File: config.mk
export PLATFORM = sky130hd
export DESIGN_NAME = txq_drain_ctrl
export DESIGN_NICKNAME = d
export VERILOG_FILES = /design/src/rtl/txq_pkg.sv /design/src/rtl/txq_drain_reg.sv /design/src/rtl/txq_port_fifo.sv /design/src/rtl/txq_status_enc.sv /design/src/rtl/txq_drain_ctrl.sv
export SDC_FILE = /design/constraint.sdc
export NUM_CORES = 2
export LEC_CHECK = 0
export ABC_AREA = 1
export BUFFER_PORTS_ARGS = -buffer_cell sky130_fd_sc_hd__buf_2
export CORE_ASPECT_RATIO = 1.4
export CORE_MARGIN = 1
export CORE_UTILIZATION = 35
export CTS_CLUSTER_DIAMETER = 40
export DETAILED_ROUTE_END_ITERATION = 7
export PLACE_DENSITY = 0.57
export SKIP_CTS_REPAIR_TIMING = 1
export SYNTH_ARGS = -nofsm -noshare
export SYNTH_HDL_FRONTEND = slang
export SYNTH_SLANG_ARGS = --single-unit
File: constraint.sdc
create_clock -name clk -period 3.5 [get_ports clk]
set_input_delay 0.525 -clock clk [delete_from_list [all_inputs] [get_ports clk]]
set_output_delay 0.525 -clock clk [all_outputs]
set_load 0.01 [all_outputs]
File: src/rtl/txq_pkg.sv
package txq_pkg;

    typedef enum logic [1:0] {
        ST_STARVING  = 2'b00,
        ST_HUNGRY    = 2'b01,
        ST_SATISFIED = 2'b10
    } fifo_stat_e;

endpackage

File: src/rtl/txq_drain_reg.sv
module txq_drain_reg #(
    parameter int NUM_PORTS = 4
) (
    input  logic                 clk,
    input  logic                 rst_n,
    input  logic                 cfg_we,
    input  logic [NUM_PORTS-1:0] cfg_wdata,
    output logic [NUM_PORTS-1:0] drain_q_o
);

    typedef struct packed {
        logic [NUM_PORTS-1:0] drain;
    } reg_s;

    reg_s reg_d, reg_q;

    always_comb begin
        reg_d = reg_q;
        if (cfg_we) begin
            reg_d.drain = cfg_wdata;
        end
    end

    always_ff @(posedge clk or negedge rst_n) begin
        if (!rst_n) begin
            reg_q <= '0;
        end else begin
            reg_q <= reg_d;
        end
    end

    assign drain_q_o = reg_q.drain;

endmodule

File: src/rtl/txq_port_fifo.sv
module txq_port_fifo #(
    parameter int DATA_W = 32,
    parameter int DEPTH  = 16,
    localparam int AW    = (DEPTH > 1) ? $clog2(DEPTH) : 1,
    localparam int CW    = $clog2(DEPTH + 1)
) (
    input  logic              clk,
    input  logic              rst_n,
    input  logic              purge,
    input  logic              wr_en,
    input  logic [DATA_W-1:0] wr_data,
    input  logic              rd_en,
    output logic              rd_valid,
    output logic [DATA_W-1:0] rd_data,
    output logic [CW-1:0]     count_o
);

    typedef struct packed {
        logic [AW-1:0] wr_ptr;
        logic [AW-1:0] rd_ptr;
        logic [CW-1:0] count;
    } ptr_s;

    ptr_s st_d, st_q;
    logic [DATA_W-1:0] mem [DEPTH];
    logic wr_ok;
    logic rd_ok;

    function automatic logic [AW-1:0] bump(input logic [AW-1:0] ptr);
        if (ptr == AW'(DEPTH - 1)) begin
            return '0;
        end
        return ptr + AW'(1);
    endfunction

    assign rd_valid = (st_q.count != '0) && !purge;
    assign rd_data  = mem[st_q.rd_ptr];
    assign count_o  = st_q.count;

    always_comb begin
        st_d  = st_q;
        wr_ok = wr_en && !purge && (st_q.count != CW'(DEPTH));
        rd_ok = rd_en && rd_valid;
        if (purge) begin
            st_d = '0;
        end else begin
            if (wr_ok) begin
                st_d.wr_ptr = bump(st_q.wr_ptr);
            end
            if (rd_ok) begin
                st_d.rd_ptr = bump(st_q.rd_ptr);
            end
            case ({wr_ok, rd_ok})
                2'b10:   st_d.count = st_q.count + CW'(1);
                2'b01:   st_d.count = st_q.count - CW'(1);
                default: st_d.count = st_q.count;
            endcase
        end
    end

    always_ff @(posedge clk or negedge rst_n) begin
        if (!rst_n) begin
            st_q <= '0;
        end else begin
            st_q <= st_d;
        end
    end

    always_ff @(posedge clk) begin
        if (wr_ok) begin
            mem[st_q.wr_ptr] <= wr_data;
        end
    end

endmodule

File: src/rtl/txq_status_enc.sv
module txq_status_enc
    import txq_pkg::*;
#(
    parameter int DEPTH      = 16,
    parameter int HUNGRY_LVL = 4,
    parameter int SAT_LVL    = 12,
    localparam int CW        = $clog2(DEPTH + 1)
) (
    input  logic [CW-1:0] count,
    input  logic          drain,
    output fifo_stat_e    status
);

    localparam logic [CW-1:0] HUNG_C = CW'(HUNGRY_LVL);
    localparam logic [CW-1:0] SAT_C  = CW'(SAT_LVL);

    always_comb begin
        if (drain) begin
            status = ST_SATISFIED;
        end else if (count < HUNG_C) begin
            status = ST_STARVING;
        end else if (count < SAT_C) begin
            status = ST_HUNGRY;
        end else begin
            status = ST_SATISFIED;
        end
    end

endmodule

File: src/rtl/txq_drain_ctrl.sv
module txq_drain_ctrl
    import txq_pkg::*;
#(
    parameter int NUM_PORTS  = 4,
    parameter int DATA_W     = 32,
    parameter int DEPTH      = 16,
    parameter int HUNGRY_LVL = 4,
    parameter int SAT_LVL    = 12,
    localparam int PW        = (NUM_PORTS > 1) ? $clog2(NUM_PORTS) : 1
) (
    input  logic                        clk,
    input  logic                        rst_n,
    input  logic [NUM_PORTS-1:0]        soft_rst,
    input  logic                        cfg_we,
    input  logic [NUM_PORTS-1:0]        cfg_wdata,
    output logic [NUM_PORTS-1:0]        drain_mode,
    input  logic                        wr_valid,
    input  logic [PW-1:0]               wr_port,
    input  logic [DATA_W-1:0]           wr_data,
    input  logic [NUM_PORTS-1:0]        rd_en,
    output logic [NUM_PORTS-1:0]        rd_valid,
    output logic [NUM_PORTS*DATA_W-1:0] rd_data,
    output logic [2*NUM_PORTS-1:0]      fifo_status
);

    localparam int CW = $clog2(DEPTH + 1);

    logic [NUM_PORTS-1:0] drain_q;
    logic [NUM_PORTS-1:0] purge;

    txq_drain_reg #(
        .NUM_PORTS (NUM_PORTS)
    ) u_drain_reg (
        .clk       (clk),
        .rst_n     (rst_n),
        .cfg_we    (cfg_we),
        .cfg_wdata (cfg_wdata),
        .drain_q_o (drain_q)
    );

    assign drain_mode = drain_q;
    assign purge      = drain_q | soft_rst | (cfg_wdata & {NUM_PORTS{cfg_we}});

    for (genvar p = 0; p < NUM_PORTS; p++) begin : g_port
        logic          wr_hit;
        logic [CW-1:0] count;
        fifo_stat_e    stat;

        assign wr_hit = wr_valid && (wr_port == PW'(p));

        txq_port_fifo #(
            .DATA_W (DATA_W),
            .DEPTH  (DEPTH)
        ) u_fifo (
            .clk      (clk),
            .rst_n    (rst_n),
            .purge    (purge[p]),
            .wr_en    (wr_hit),
            .wr_data  (wr_data),
            .rd_en    (rd_en[p]),
            .rd_valid (rd_valid[p]),
            .rd_data  (rd_data[p*DATA_W +: DATA_W]),
            .count_o  (count)
        );

        txq_status_enc #(
            .DEPTH      (DEPTH),
            .HUNGRY_LVL (HUNGRY_LVL),
            .SAT_LVL    (SAT_LVL)
        ) u_stat (
            .count  (count),
            .drain  (drain_q[p]),
            .status (stat)
        );

        assign fifo_status[2*p +: 2] = stat;
    end

endmodule

==> run_results.csv <==
group,metric,value,unit
yosys,synth_flop_cell,"edfxtp_1",
route,via_per_inst,5.420,
route,vias,51310,
floorplan,core-area,236300,sq um
route,antenna_left,0,
placement,gp_congestion,0.8018,
yosys,yosysSeqAreaShare,75.51,%
global_routing,grt_usage,18.46,%
timing,clock-skew-final,0.04200,ns
setup_path,critical_path.max_fanout,50,
setup_path,worstPathRequired,2.97,ns
floorplan,die_y,579.2,um
timing,finalCritPeriodShare,98.79,%
clock_network,clock_sinks,2104,
yosys,ys_types,48,
setup_path,path_class,"reg -> out",
outcome,status,"finished, final reports clean",
yosys,syn_avg_cell_area,14.09,sq um
clock_network,clk_latency,0.86,ns
layout,drive_gt1_share,14.79,%
clock_network,clkSlewWorstSetupHoldPaths,0.07,ns
global_routing,grt-ovfl-total,0,
clock_network,tritoncts,"done",
timing,fin_ws,0.04228,ns
layout,area_growth,16.94,%
route,wl_per_cell,24.81,um
floorplan,die_area,240000,sq um
yosys,synth_most_common_cell,"edfxtp_1",
yosys,syn_inst,5911,
timing,fin_crit,3.458,ns
setup_path,r2r_start,"g_port[3].u_fifo.count_o[3]",
global_routing,grt_pass1_vias,49170,
yosys,synthesis.nets,5991,
timing,setup_viol,0,
setup_path,worstRegToRegCells,13,
placement,dp_hpwl,133400,um
global_routing,antenna_found_initial,18,
timing,slew_headroom,18.31,%
floorplan,initial_core_util,35.25,%
yosys,synth_edf_count,2048,
placement,dp_slack,0.5166,ns
power_and_ir_drop,pwr_density_cell,547.9,nW/um^2
route,drtIter0Drc,4502,
floorplan,die_w,414.3,um
timing,hold_violations,0,
power_and_ir_drop,power.leakage,0.03107,uW
yosys,synth_common_cells,"2048 x edfxtp_1, 1236 x nor2_1, 541 x o21ai_0",
min_path,hold_path_class,"in -> reg",
setup_path,r2r-end,"g_port[3].u_fifo.count_o[4]",
yosys,synth-seq-cells,2104,
setup_path,start_kind,"register",
timing,slew_viol_final,0,
clock_network,cts_buffer_depth,4,
layout,design_area,97410,sq um
yosys,synth_warnings,0,
placement,placedInstanceArea,89740,sq um
setup_path,cp-endpoint,"rd_data[16]",
yosys,async_flop_share,2.662,%
floorplan,num_rows,211,
clock_network,cts_buffers,217,
power_and_ir_drop,vdd_drop_max,0.3983,mV
placement,numPortBuffers,193,
yosys,synth_top_cell_by_area,"edfxtp_1",
setup_path,cp-end-kind,"output port",
setup_path,worstPathArrival,2.93,ns
yosys,syn_area,83300,sq um
timing,worstMarginPinSlew,1.225,ns
global_routing,grt_max_degree,143,
route,wl,234900,um
global_routing,grt_first_pass_wirelength,331700,um
setup_path,startpoint,"g_port[0].u_fifo.st_q[5]",
clock_network,htreeDepth,4,
timing,rsz0062_at_grt,"yes",
layout,layout.cells.non_filler,9468,
flow_run,max-cap-violations,0,
timing,whs,0.02236,ns
timing,max_freq,289.2,MHz
placement,dp.cells,9032,
route,first_pass_iters,6,
route,route.detailed.drc,0,
clock_network,root_buffer,"clkbuf_16",
floorplan,io_pins,194,
setup_path,rrSetupSlack,0.82,ns
layout,final_util,41.23,%
yosys,yosys.area.top_type_share,73.83,%
layout,nets,6290,
yosys,synth.area.top_cells,"edfxtp_1 74%, nor2_1 5.6%, o32ai_1 3.3%, o21ai_0 3.3%, mux2i_1 2.4%",
stage by stage:
stage,TNS [ns],total power [uW]
2_1_floorplan,0,30060
3_3_place_gp,0,31470
3_5_place_dp,0,31520
4_1_cts,-18.10,53640
5_1_grt,-0.5442,54860
6_report,0,53370
per-layer routing:
layer | up-vias | track usage (%) | routed length [um]
met5 | - | 0 | 79
met4 | 14 | 6.243 | 7395
li1 | 22970 | - | -
met3 | 337 | 2.248 | 11400
met2 | 1530 | 32.87 | 120600
met1 | 26460 | 23.18 | 95450
worst max-delay path, cell delays in order, from the launching register on:
cell and delay [ns]:
dfrtp_4 0.57, buf_12 0.22, o21ai_1 0.19, o32ai_1 0.11, o211ai_1 0.54, nand3_1 0.22
buf_2 0.19
report_power, final:
| group | switching (uW) | internal, uW |
|---|---|---|
| combinational | 2360 | 1010 |
| clock | 9870 | 12400 |
| sequential | 67.5 | 27700 |
| total | 12300 | 41100 |
cells in the final DEF (no fill, tap or decap), types with 148 or more instances in the layout:
cell	count
buf_2	192
o221ai_1	200
mux2i_1	200
o21ai_0	534
buf_4	148
nand2_1	380
nor2_1	1167
nand3_1	232
o32ai_1	305
edfxtp_1	2048
clkbuf_16	227
how the worst min path moves through the flow:
stage / startpoint / end / slack, ns / cells after the start
global route: soft_rst[0] / g_port[0].u_fifo.st_q[11] / 0.02 / 4
detailed placement: g_port[0].u_fifo.count_o[4] / g_port[0].u_fifo.count_o[4] / 0.47 / 2
global placement: g_port[0].u_fifo.count_o[4] / g_port[0].u_fifo.count_o[4] / 0.47 / 2
finish: soft_rst[0] / g_port[0].u_fifo.st_q[11] / 0.02 / 4
CTS: rst_n / u_drain_reg.drain_q_o[0] / -0.29 / 1
floorplan: rst_n / g_port[0].u_fifo.count_o[0] / 0.23 / 0
flip-flops by register name, summed over array words and instances (netlist names):
register               cells
u_drain_reg.drain_q_o      4
g_port.u_fifo.mem       2048
g_port.u_fifo.st_q        32
g_port.u_fifo.count_o     20
cells by family after synthesis:
kind of cell / Yosys count / synth area share [%]
fa+ha+maj: 30 / 0.4596
flops: 2104 / 75.51
xor+xnor: 13 / 0.1367
buf+inv: 492 / 2.651
simple gates: 1919 / 9.367
compound gates: 1153 / 9.472
mux: 200 / 2.403
layout make-up:
class / instances / area, sq um
fillers: 21240 / 138900
flip-flops and latches: 2104 / 62940
multi-input cells: 3316 / 18840
clock buffers: 258 / 5625
repair buffers: 467 / 4538
well taps: 3088 / 3864
clock inverters: 127 / 1135
inverters: 103 / 454.2
diodes: 4 / 10.01
repair inverters: 1 / 8.758
Note: power is estimated with default switching activity, not from simulation.
